$ cat config.mk
export PLATFORM = sky130hd
export DESIGN_NAME = dual_port_semaphore
export DESIGN_NICKNAME = d
export VERILOG_FILES = /design/src/rtl/sem_pkg.sv /design/src/rtl/sem_port_decode.sv /design/src/rtl/sem_cell.sv /design/src/rtl/sem_readback.sv /design/src/rtl/dual_port_semaphore.sv
export SDC_FILE = /design/constraint.sdc
export NUM_CORES = 1
export LEC_CHECK = 0
export ABC_CLOCK_PERIOD_IN_PS = 2100
export CORE_ASPECT_RATIO = 1.25
export CORE_MARGIN = 8
export CORE_UTILIZATION = 55
export CTS_BUF_LIST = sky130_fd_sc_hd__clkbuf_4
export DETAILED_ROUTE_END_ITERATION = 6
export GPL_ROUTABILITY_DRIVEN = 0
export HOLD_SLACK_MARGIN = 0.06
export PLACE_DENSITY = 0.77
export SYNTH_ARGS = -nofsm -noshare
export SYNTH_HDL_FRONTEND = slang
export SYNTH_HIERARCHICAL = 1
export SYNTH_SLANG_ARGS = --single-unit
$ cat constraint.sdc
create_clock -name clk -period 2.1 [get_ports clk]
set_input_delay 0.525 -clock clk [delete_from_list [all_inputs] [get_ports clk]]
set_output_delay 0.525 -clock clk [all_outputs]
set_load 0.02 [all_outputs]
$ cat src/rtl/sem_pkg.sv
package sem_pkg;
    localparam int NUM_SEM = 8;
    localparam int SEL_W   = $clog2(NUM_SEM);

    typedef enum logic [2:0] {
        SEM_FREE        = 3'd0,
        SEM_LEFT        = 3'd1,
        SEM_RIGHT       = 3'd2,
        SEM_LEFT_RWAIT  = 3'd3,
        SEM_RIGHT_LWAIT = 3'd4
    } sem_state_e;
endpackage

$ cat src/rtl/sem_port_decode.sv
module sem_port_decode
    import sem_pkg::*;
(
    input  logic                 sem_n,
    input  logic                 we,
    input  logic [SEL_W-1:0]     idx,
    input  logic                 wbit,
    output logic [NUM_SEM-1:0]   req,
    output logic [NUM_SEM-1:0]   rel,
    output logic                 rd_en,
    output logic [SEL_W-1:0]     rd_idx
);
    logic active_wr;

    assign active_wr = !sem_n && we;
    assign rd_en     = !sem_n && !we;
    assign rd_idx    = idx;

    for (genvar g = 0; g < NUM_SEM; g++) begin : g_dec
        logic hit;
        assign hit    = active_wr && (idx == SEL_W'(g));
        assign req[g] = hit && !wbit;
        assign rel[g] = hit && wbit;
    end
endmodule

$ cat src/rtl/sem_cell.sv
module sem_cell
    import sem_pkg::*;
(
    input  logic clk,
    input  logic rst_n,
    input  logic l_req,
    input  logic l_rel,
    input  logic r_req,
    input  logic r_rel,
    output logic own_l,
    output logic own_r
);
    sem_state_e state, nxt;

    always_ff @(posedge clk) begin
        if (!rst_n) state <= SEM_FREE;
        else        state <= nxt;
    end

    always_comb begin
        nxt = state;
        unique case (state)
            SEM_FREE: begin
                if (l_req)      nxt = r_req ? SEM_LEFT_RWAIT : SEM_LEFT;
                else if (r_req) nxt = SEM_RIGHT;
            end
            SEM_LEFT: begin
                if (l_rel)      nxt = r_req ? SEM_RIGHT : SEM_FREE;
                else if (r_req) nxt = SEM_LEFT_RWAIT;
            end
            SEM_LEFT_RWAIT: begin
                if (l_rel)      nxt = r_rel ? SEM_FREE : SEM_RIGHT;
                else if (r_rel) nxt = SEM_LEFT;
            end
            SEM_RIGHT: begin
                if (r_rel)      nxt = l_req ? SEM_LEFT : SEM_FREE;
                else if (l_req) nxt = SEM_RIGHT_LWAIT;
            end
            SEM_RIGHT_LWAIT: begin
                if (r_rel)      nxt = l_rel ? SEM_FREE : SEM_LEFT;
                else if (l_rel) nxt = SEM_RIGHT;
            end
            default: nxt = SEM_FREE;
        endcase
    end

    always_comb begin
        own_l = (state == SEM_LEFT)  || (state == SEM_LEFT_RWAIT);
        own_r = (state == SEM_RIGHT) || (state == SEM_RIGHT_LWAIT);
    end

    assert_left_wins_R8: assert property (@(posedge clk) disable iff (!rst_n)
        (state == SEM_FREE && l_req && r_req) |=> (own_l && state == SEM_LEFT_RWAIT));
    assert_claim_R4: assert property (@(posedge clk) disable iff (!rst_n)
        (state == SEM_FREE && l_req) |=> own_l);
    assert_handover_to_r_R7: assert property (@(posedge clk) disable iff (!rst_n)
        (state == SEM_LEFT_RWAIT && l_rel && !r_rel) |=> own_r);
    assert_handover_to_l_R7: assert property (@(posedge clk) disable iff (!rst_n)
        (state == SEM_RIGHT_LWAIT && r_rel && !l_rel) |=> own_l);
    assert_hold_R5: assert property (@(posedge clk) disable iff (!rst_n)
        (own_l && !l_rel) |=> own_l);
    assert_release_R5: assert property (@(posedge clk) disable iff (!rst_n)
        (own_r && r_rel) |=> !own_r);
endmodule

$ cat src/rtl/sem_readback.sv
module sem_readback
    import sem_pkg::*;
#(
    parameter int DATA_W = 8
) (
    input  logic               clk,
    input  logic               rst_n,
    input  logic               rd_en,
    input  logic [SEL_W-1:0]   rd_idx,
    input  logic [NUM_SEM-1:0] own,
    output logic [DATA_W-1:0]  rdata
);
    localparam logic [DATA_W-1:0] ALL_ONES = '1;

    always_ff @(posedge clk) begin
        if (!rst_n)     rdata <= ALL_ONES;
        else if (rd_en) rdata <= {ALL_ONES[DATA_W-1:1], ~own[rd_idx]};
        else            rdata <= ALL_ONES;
    end

    assert_idle_ones_R6: assert property (@(posedge clk) disable iff (!rst_n)
        !rd_en |=> (rdata == ALL_ONES));
    assert_upper_ones_R6: assert property (@(posedge clk) disable iff (!rst_n)
        rd_en |=> (rdata[DATA_W-1:1] == ALL_ONES[DATA_W-1:1]));
endmodule

$ cat src/rtl/dual_port_semaphore.sv
module dual_port_semaphore
    import sem_pkg::*;
#(
    parameter int DATA_W = 8
) (
    input  logic              clk,
    input  logic              rst_n,
    input  logic              l_sem_n,
    input  logic              l_we,
    input  logic [SEL_W-1:0]  l_idx,
    input  logic              l_wbit,
    output logic [DATA_W-1:0] l_rdata,
    input  logic              r_sem_n,
    input  logic              r_we,
    input  logic [SEL_W-1:0]  r_idx,
    input  logic              r_wbit,
    output logic [DATA_W-1:0] r_rdata
);
    logic [NUM_SEM-1:0] l_req, l_rel, r_req, r_rel;
    logic [NUM_SEM-1:0] own_l, own_r;
    logic               l_rd_en, r_rd_en;
    logic [SEL_W-1:0]   l_rd_idx, r_rd_idx;

    sem_port_decode u_dec_l (
        .sem_n(l_sem_n), .we(l_we), .idx(l_idx), .wbit(l_wbit),
        .req(l_req), .rel(l_rel), .rd_en(l_rd_en), .rd_idx(l_rd_idx)
    );

    sem_port_decode u_dec_r (
        .sem_n(r_sem_n), .we(r_we), .idx(r_idx), .wbit(r_wbit),
        .req(r_req), .rel(r_rel), .rd_en(r_rd_en), .rd_idx(r_rd_idx)
    );

    for (genvar g = 0; g < NUM_SEM; g++) begin : g_cell
        sem_cell u_cell (
            .clk(clk), .rst_n(rst_n),
            .l_req(l_req[g]), .l_rel(l_rel[g]),
            .r_req(r_req[g]), .r_rel(r_rel[g]),
            .own_l(own_l[g]), .own_r(own_r[g])
        );
    end

    sem_readback #(.DATA_W(DATA_W)) u_rb_l (
        .clk(clk), .rst_n(rst_n), .rd_en(l_rd_en), .rd_idx(l_rd_idx),
        .own(own_l), .rdata(l_rdata)
    );

    sem_readback #(.DATA_W(DATA_W)) u_rb_r (
        .clk(clk), .rst_n(rst_n), .rd_en(r_rd_en), .rd_idx(r_rd_idx),
        .own(own_r), .rdata(r_rdata)
    );

    assert_ghost_write_R2: assert property (@(posedge clk) disable iff (!rst_n)
        (l_sem_n && r_sem_n) |=> ((own_l == $past(own_l)) && (own_r == $past(own_r))));
endmodule

; ---- Word level (Yosys, flattened, before mapping)
; Cells that the tools add are included.
[word_totals]
out_inout_bits = 16
in_bits = 14
elab_cells = 328
ff_bits = 40
[op_classes]
order_cmp = 2
n_bitwise = 2
eq_ne = 86
muxes = 132
n_reduce_logical = 94
[op_table]
columns = op, n
row1 = 2-to-1 mux 3 bit, 80
row2 = "!= test 3 x 1 -> 1 bit, second input constant", 40
row3 = case mux 3 bit (5 select lines), 8
row4 = "== test 3 x 2 -> 1 bit, second input constant", 20
row5 = logical AND 1 bit, 52
row6 = "== test 3 bit, second input constant", 16
row7 = 2-to-1 mux 2 bit, 24
row8 = AND reduction 5 bit, 8
row9 = "== test 3 x 1 -> 1 bit, second input constant", 10
row10 = zero test 3 bit, 10
row11 = 2-to-1 mux 1 bit, 18
row12 = logical OR 1 bit, 16
row13 = "less-than comparator 3 x 4 -> 1 bit, second input constant", 2
row14 = binary-select mux 1 bit (select 3 bit), 2
row15 = zero test 1 bit, 6
row16 = AND reduction 2 bit, 2
row17 = inverter 1 bit, 2

; ---- Longest topological paths before layout
; Gate-level depths: netlist of run 1.
[logic_depth]
depth_word = 7
ltp_mapped = 6
depth_no_buf = 5

; ---- Cells and area by module
; The synthesis of run 1 kept the hierarchy.
[modules_own_cells]
columns = module, cells_each, seq_area_each_um2, instances, area_per_inst_um2
row1 = sem_cell, 36, 60.1, 8, 294.0
row2 = sem_readback, 16, 20.0, 2, 158.9
row3 = sem_port_decode, 27, 0.0, 2, 157.7

; ---- Least setup slack after synthesis of run 1
; Ideal clock, no wire load.
[synth_timing]
kind = input to register
start = in r_idx[0]
end = reg g_cell[0].u_cell.state[1]
slack_ps = 182
t_required_ps = 2041
setup_ps = 59
arrival_ps = 1859
cell_stages = 5
path_buffers = 0
cell_sequence = or4b_4 > nor3_2 > nor4b_1 > a2111oi_1 > o211a_1
[synth_between]
elab_chain_cells = 6
word_cells_on_any_way = 19
cone_classes = eq/ne (5) / mux (9) / reduce/logical (5)
[synth_lines]
columns = item, line_no
row1 = "start, declared", dual_port_semaphore.sv:15  ; input logic [SEL_W-1:0] r_idx,
row2 = zero test 3 bit *, sem_port_decode.sv:21  ; assign hit = active_wr && (idx == SEL_W'(g));
row3 = logical AND 1 bit *, sem_port_decode.sv:21
row4 = logical AND 1 bit *, sem_port_decode.sv:22  ; assign req[g] = hit && !wbit;
row5 = net r_req[0], dual_port_semaphore.sv:19  ; logic [NUM_SEM-1:0] l_req, l_rel, r_req, r_rel;
row6 = "2-to-1 mux 2 bit, on equally long branches", "sem_cell.sv:28, sem_cell.sv:24"
row7 = "2-to-1 mux 3 bit, on equally long branches", "sem_cell.sv:28, sem_cell.sv:24"
row8 = case mux 3 bit (5 select lines), sem_cell.sv:22  ; unique case (state)
row9 = "end signal, assigned", sem_cell.sv:17  ; else state <= nxt;
row10 = "end, declared", sem_cell.sv:13  ; sem_state_e state, nxt;
; The timed path passes the listed nets; every way through them passes the cells marked *.
; A chain may end at the register's enable or synchronous reset.

; ---- Worst setup path after layout of run 1
[layout_timing]
start = in l_idx[0]
end = reg g_cell[4].u_cell.state[1]
[layout_between]
elab_chain_cells = 5
word_cells_on_any_way = 14
cone_classes = eq/ne (6) / mux (4) / reduce/logical (4)
[layout_lines]
columns = item, line_no
row1 = "start, declared", dual_port_semaphore.sv:10  ; input logic [SEL_W-1:0] l_idx,
row2 = == test 3 bit *, sem_port_decode.sv:21
row3 = logical AND 1 bit *, sem_port_decode.sv:21
row4 = logical AND 1 bit *, sem_port_decode.sv:22
row5 = net l_req[4], dual_port_semaphore.sv:19
row6 = != test 3 x 1 -> 1 bit (no line) / 2-to-1 mux 3 bit (equally long branches), -
row7 = AND reduction 5 bit (no line) / case mux 3 bit (5 select lines) (equally long branches), -
row8 = "end signal, assigned", sem_cell.sv:17
row9 = "end, declared", sem_cell.sv:13
; Marks and branches as above.

==> results.ini, run 1 <==
[final_layout]
drive_above_1_share_pct=27.9
nets=436
antenna_cells=0
area.growth.synth_to_final_pct=18.6
nFillCells=447

[worst_setup_path]
cp_top_family=simple AND/OR/NAND/NOR gates
crit_arrival_ps=2380
endpoint=g_cell[4].u_cell/state[1]
worstPathRequired_ps=2350
crit_chain=clkdlybuf4s50_1, buf_4, nand4bb_1, nor3_1, buf_4, nor4b_1, a2111oi_1, o211a_1
cp_common_cell=buf_4
path_buf_inv=3
r2r-start=g_cell[6].u_cell/state[1]
cp-start-kind=input port
crit_path_start=l_idx[0]
ff2ff_setup_slack_ps=480
cpPeakStageDelay_ps=420
timing.rr.end=u_rb_r/rdata[0]
slowest_stage=clkdlybuf4s50_1
path_max_fanout=4
critical_path_class=in2reg
crit_path_end_kind=flop
crit_cells=8
reg2reg_depth=5

[timing]
fin_ws_ps=-26.3
hold_viol=0
tns_ps=-35.0
skew_ps=9.55
grt_setup_unrepaired=true
fin_crit_sh_pct=101
maxSlewViolCount=0
fmax_mhz=470
setup_violations=2
fin_crit_ps=2130

[floorplan]
fp.dieW_um=81.9
coreArea_um2=5330
die_y_um=98.4
dieArea_um2=8060
start_util_pct=56.0
io_pins=30
row_count=30

[synthesis]
synth_cells=374
synth_warnings=6
synth.largest_area_cell=dfxtp_1
syn_avg_cell_area_um2=7.98
synth_top_area_share_pct=17.4
ys_ff_latch=26
synthArstFlopShare_pct=0
synth_cell_types=38
synth_edf_count=0
synth_commonest_cells=nor2_1 (50), buf_4 (36), dfxtp_1 (26)
yosys-top-cells-area=dfxtp_1 (17%), buf_4 (9.1%), nor2_1 (6.3%), nor4b_1 (4.7%), mux2_4 (4.0%)
synth_flop_cell=dfxtp_1
seq_area_frac_synth_pct=17.4
syn_area_um2=2990
synthMostInstantiatedCell=nor2_1

[route]
via_count=2975
drt-total-wl_um=7650
drtIter0Drc=192
drc=0
ant_nets=0
drt_first_pass_iters=5
via_per_inst=6.15
wl_per_cell_um=15.8

[global_route]
grt_max_degree=27
grt_remaining_overflow=0
grt_pass1_vias=2767
antenna_found_initial=0
grt_usage_pct=18.3
grt_pass1_wl_um=12400

[placed_design]
port_buffers=15
dp_hpwl_um=5440

[clocking]
clk_latency_ps=330
cts-root-buf=clkbuf_4
path_clk_slew_ps=160
cts_tree=yes
h-tree-depth=1
cts_sinks=26
clk_path_buf_depth=2
cts_buffers=3

[job]
drv_cap=0

[pwr]
power.total_w=0.00101
leakage_nw=1.48
ir_drop_uv=180
powerDensity_nw_per_um2=286

[hold_path]
min-delay-path-class=in2reg

[outcome]
failed_checks=negative setup slack
status=complete, but fails checks

==> sequential cells by signal, summed over array words and instances (netlist names) <==
name / flops
g_cell.u_cell/state: 24
u_rb_l/rdata: 1
u_rb_r/rdata: 1
==> layout make-up <==
class	count	area (um2)	area share, %
timing repair buffer	75	631	17.8
multi-input combinational	300	2230	62.9
tap	64	80.1	2.26
inverter	16	60.1	1.70
clock buffer	3	22.5	0.636
sequential	26	520	14.7
==> metal layers <==
metal	global-route usage, %	vias to the layer above	part of all wire, %	routed length [um]
met2	33.1	89	53	4030
met1	20.9	1421	41	3160
met3	2.30	22	4.0	308
met4	5.96	0	1.9	146
li1	-	1443	-	-
met5	0	-	0	0
==> cell families after synthesis <==
| group | synth area share [%] |
|---|---|
| AO/OA/AOI/OAI | 19.2 |
| XOR/XNOR | 2.35 |
| buffers and inverters | 14.1 |
| flip-flops | 17.4 |
| multiplexers | 7.21 |
| other | 0.252 |
| AND/OR/NAND/NOR | 39.5 |
==> how the worst min path moves through the flow <==
stage	slack [ps]	startpoint	endpoint	cells after the start
3_5_place_dp	640	g_cell[1].u_cell/state[1]	g_cell[1].u_cell/state[2]	2
3_3_place_gp	630	g_cell[4].u_cell/state[1]	g_cell[4].u_cell/state[2]	2
2_1_floorplan	600	g_cell[0].u_cell/state[1]	g_cell[0].u_cell/state[2]	3
5_1_grt	600	r_sem_n	u_rb_r/rdata[0]	4
4_1_cts	660	g_cell[4].u_cell/state[1]	g_cell[4].u_cell/state[2]	2
6_report	630	r_sem_n	u_rb_r/rdata[0]	4
==> metrics by stage <==
stage / utilization (%) / area [um2] / std cells / hold slack (ps) / setup slack [ps]
2_1_floorplan: - / 3030 / 386 / 595 / 182
3_3_place_gp: 62.7 / 3340 / 478 / 629 / -367
3_5_place_dp: 62.7 / 3340 / 478 / 637 / -428
4_1_cts: 63.9 / 3400 / 481 / 660 / 1.72
5_1_grt: 66.4 / 3540 / 484 / 604 / -47.1
6_report: 66.4 / 3540 / 484 / 626 / -26.3
==> cell usage in the layout (no fill, tap or decap), types with 3 or more instances in the layout <==
cell type,count
nor4_1,16
clkbuf_4,3
nor2_1,42
nor2b_2,7
nor3b_1,8
or3_1,8
dlymetal6s2s_1,4
inv_1,16
and2_1,8
nor3_1,12
xnor2_1,8
o211a_1,8
a21boi_0,8
o311a_1,8
a21oi_1,8
buf_4,57
nand2b_1,14
a2111oi_2,3
mux2_4,8
clkdlybuf4s50_1,11
nor2_2,6
nor3_4,3
nand2_1,10
nor4b_1,12
o21ai_0,16
a2111oi_1,5
and3b_2,8
nand4bb_2,3
nor2b_1,8
o21a_1,8
conb_1,14
and3_1,8
o311ai_0,8
dfxtp_1,26
==> worst reg2reg max path, delay by kind of cell, from the launching register on <==
kind / cells / cell delay (ps)
xor+xnor: 1 / 180
mux: 1 / 490
flops: 1 / 580
simple gates: 3 / 330
==> where the power goes <==
group | internal (W) | total, W | switching (W)
clock | 0.0000674 | 0.000231 | 0.000163
sequential | 0.000503 | 0.000529 | 0.0000257
combinational | 0.000124 | 0.000253 | 0.000129
==> what timing repair did <==
| item | CTS | global route |
|---|---|---|
| setup endpoints to repair | 6 | 13 |
| setup buffers | 0 | 3 |
| resized for setup | 9 | 25 |
| hold buffers | 0 | 0 |
| gates cloned | 0 | 0 |
| pin swaps | 0 | 13 |
Power figures use the tool's default switching activity.
==> run 2, diff against run 1 <==
- CORE_ASPECT_RATIO: 1.25 -> 0.5
- SLEW_MARGIN: default -> 10
==> results.ini, run 2 (synthesis gave the netlist of run 1 again) <==
[final_layout]
area.growth.synth_to_final_pct=14.5
layout_common_cells=buf_4 (53), nor2_1 (47), dfxtp_1 (26)
largest_reg_flops=24  ; unchanged
reg_top3=g_cell.u_cell/state: 24 flops, u_rb_l/rdata: 1 flops, u_rb_r/rdata: 1 flops
nets=430  ; -1.4%
nFillCells=435  ; -2.7%
final_util_pct=63.9  ; -2.5 points
multi_input_area_um2=2150  ; -3.3%
final_cells=487  ; +0.62%
regArea_um2=520  ; unchanged
finalInstanceArea_um2=3420  ; -3.5%
mostFrequentLayoutCell=buf_4
top_register=g_cell.u_cell/state
antenna_cells=0  ; unchanged
drive_above_1_share_pct=24.6  ; -3.2 points

[global_route]
grt_pass1_vias=2826  ; +2.1%
antenna_found_initial=0  ; unchanged
grt_usage_pct=18.4  ; +0.067 points
grt_max_degree=27  ; unchanged
grt_pass1_wl_um=12700  ; +2.5%
grt_remaining_overflow=0  ; unchanged

[route]
ant_nets=0  ; unchanged
met3_length_um=316  ; +2.6%
wl_per_cell_um=15.7  ; -0.78%
drt-total-wl_um=7630  ; -0.17%
drc=0  ; unchanged
wl_met2_um=3670  ; -8.8%
highest_layer=met4
drt_first_pass_iters=5  ; unchanged
drtIter0Drc=196  ; +2.1%
via_count=2922  ; -1.8%
via_per_inst=6.00  ; -2.4%
drt-met1-wl_um=3520  ; +11%

[worst_setup_path]
crit_arrival_ps=2310  ; -70 ps
worstPathRequired_ps=2340  ; about the same
critical_path_class=in2reg
cp-start-kind=input port
crit_path_end_kind=flop
path_max_fanout=4  ; unchanged

[clocking]
cts_buffers=3  ; unchanged
clk_path_buf_depth=2  ; unchanged
h-tree-depth=1  ; unchanged
cts_sinks=26  ; unchanged
clk_latency_ps=330  ; about the same
ctsHoldBuffers=0  ; unchanged
cts_tree=yes
path_clk_slew_ps=150  ; about the same
cts-root-buf=clkbuf_4

[floorplan]
start_util_pct=55.8  ; -0.20 points
dieArea_um2=8180  ; +1.6%
die_y_um=68.1  ; -31%
row_count=19  ; -37%
coreArea_um2=5350  ; +0.35%
io_pins=30  ; unchanged
fp.dieW_um=120  ; +47%

[timing]
holdWs_ps=567  ; -58.4 ps
fin_crit_ps=2070  ; -56.7 ps
setup_violations=0  ; -2
fin_crit_sh_pct=98.6  ; -2.7 points
skew_ps=5.29  ; -4.26 ps
hold_viol=0  ; unchanged
grt_setup_unrepaired=false
maxSlewViolCount=0  ; unchanged
fin_ws_ps=30.4  ; +56.7 ps
fmax_mhz=483  ; +2.7%

[pwr]
powerDensity_nw_per_um2=291  ; +1.8%
ir_drop_uv=214  ; +19%
leakage_nw=1.44  ; -3.2%

[placed_design]
port_buffers=15  ; unchanged
place_ws_ps=-491  ; -62.9 ps
dpl-instance-area_um2=3310  ; -0.79%
dp_hpwl_um=5600  ; +2.8%
dp_cells=482  ; +0.84%

[outcome]
status=finished, final reports clean

[hold_path]
min-delay-path-class=in2reg

[job]
drv_cap=0  ; unchanged

[run 2: final cells by class]
cell class / count / area share [%]
inverters: 16 / 1.76
clock buffers: 3 / 0.659
repair buffers: 69 / 16.7
well taps: 73 / 2.67
multi-input cells: 300 / 63.0
flip-flops and latches: 26 / 15.2
[run 2: timing repair]
item	in CTS	in global routing
endpoints found under the setup margin	4	10
setup buffers	2	0
gates resized for setup	11	10
pin swaps	5	0
[run 2: path summary, 6_finish.rpt]
kind,from,to,slack [ps],depth (start not counted)
hold / removal,l_idx[2],u_rb_l/rdata[0],570,3
hold reg to reg,g_cell[5].u_cell/state[1],g_cell[5].u_cell/state[2],660,2
setup / recovery,l_idx[1],g_cell[6].u_cell/state[1],30,7
setup reg to reg,g_cell[4].u_cell/state[1],u_rb_r/rdata[0],520,5
[run 2: critical path, stage by stage]
cell,delay [ps]
clkdlybuf4s50_1,540
buf_4,150
nand2b_1,170
nor2_1,290
nor4b_1,310
a2111oi_1,100
o211a_1,230
[run 2: stage by stage]
| stage | TNS [ps] | total power (W) |
|---|---|---|
| 2_1_floorplan | 0 | 0.000700 |
| 3_3_place_gp | -4710 | 0.000757 |
| 3_5_place_dp | -6250 | 0.000769 |
| 4_1_cts | 0 | 0.000996 |
| 5_1_grt | 0 | 0.00104 |
| 6_report | 0 | 0.000995 |
[run 2: per-layer routing]
| metal | vias up | track usage, % |
|---|---|---|
| met5 | - | 0 |
| met3 | 12 | 2.30 |
| met1 | 1385 | 22.5 |
| met4 | 0 | 5.55 |
| li1 | 1426 | - |
| met2 | 99 | 34.1 |
[run 2: power by group]
group          switching [W]  internal [W]
clock               0.000160     0.0000674
sequential         0.0000257      0.000503
combinational       0.000124      0.000114
total               0.000311      0.000684
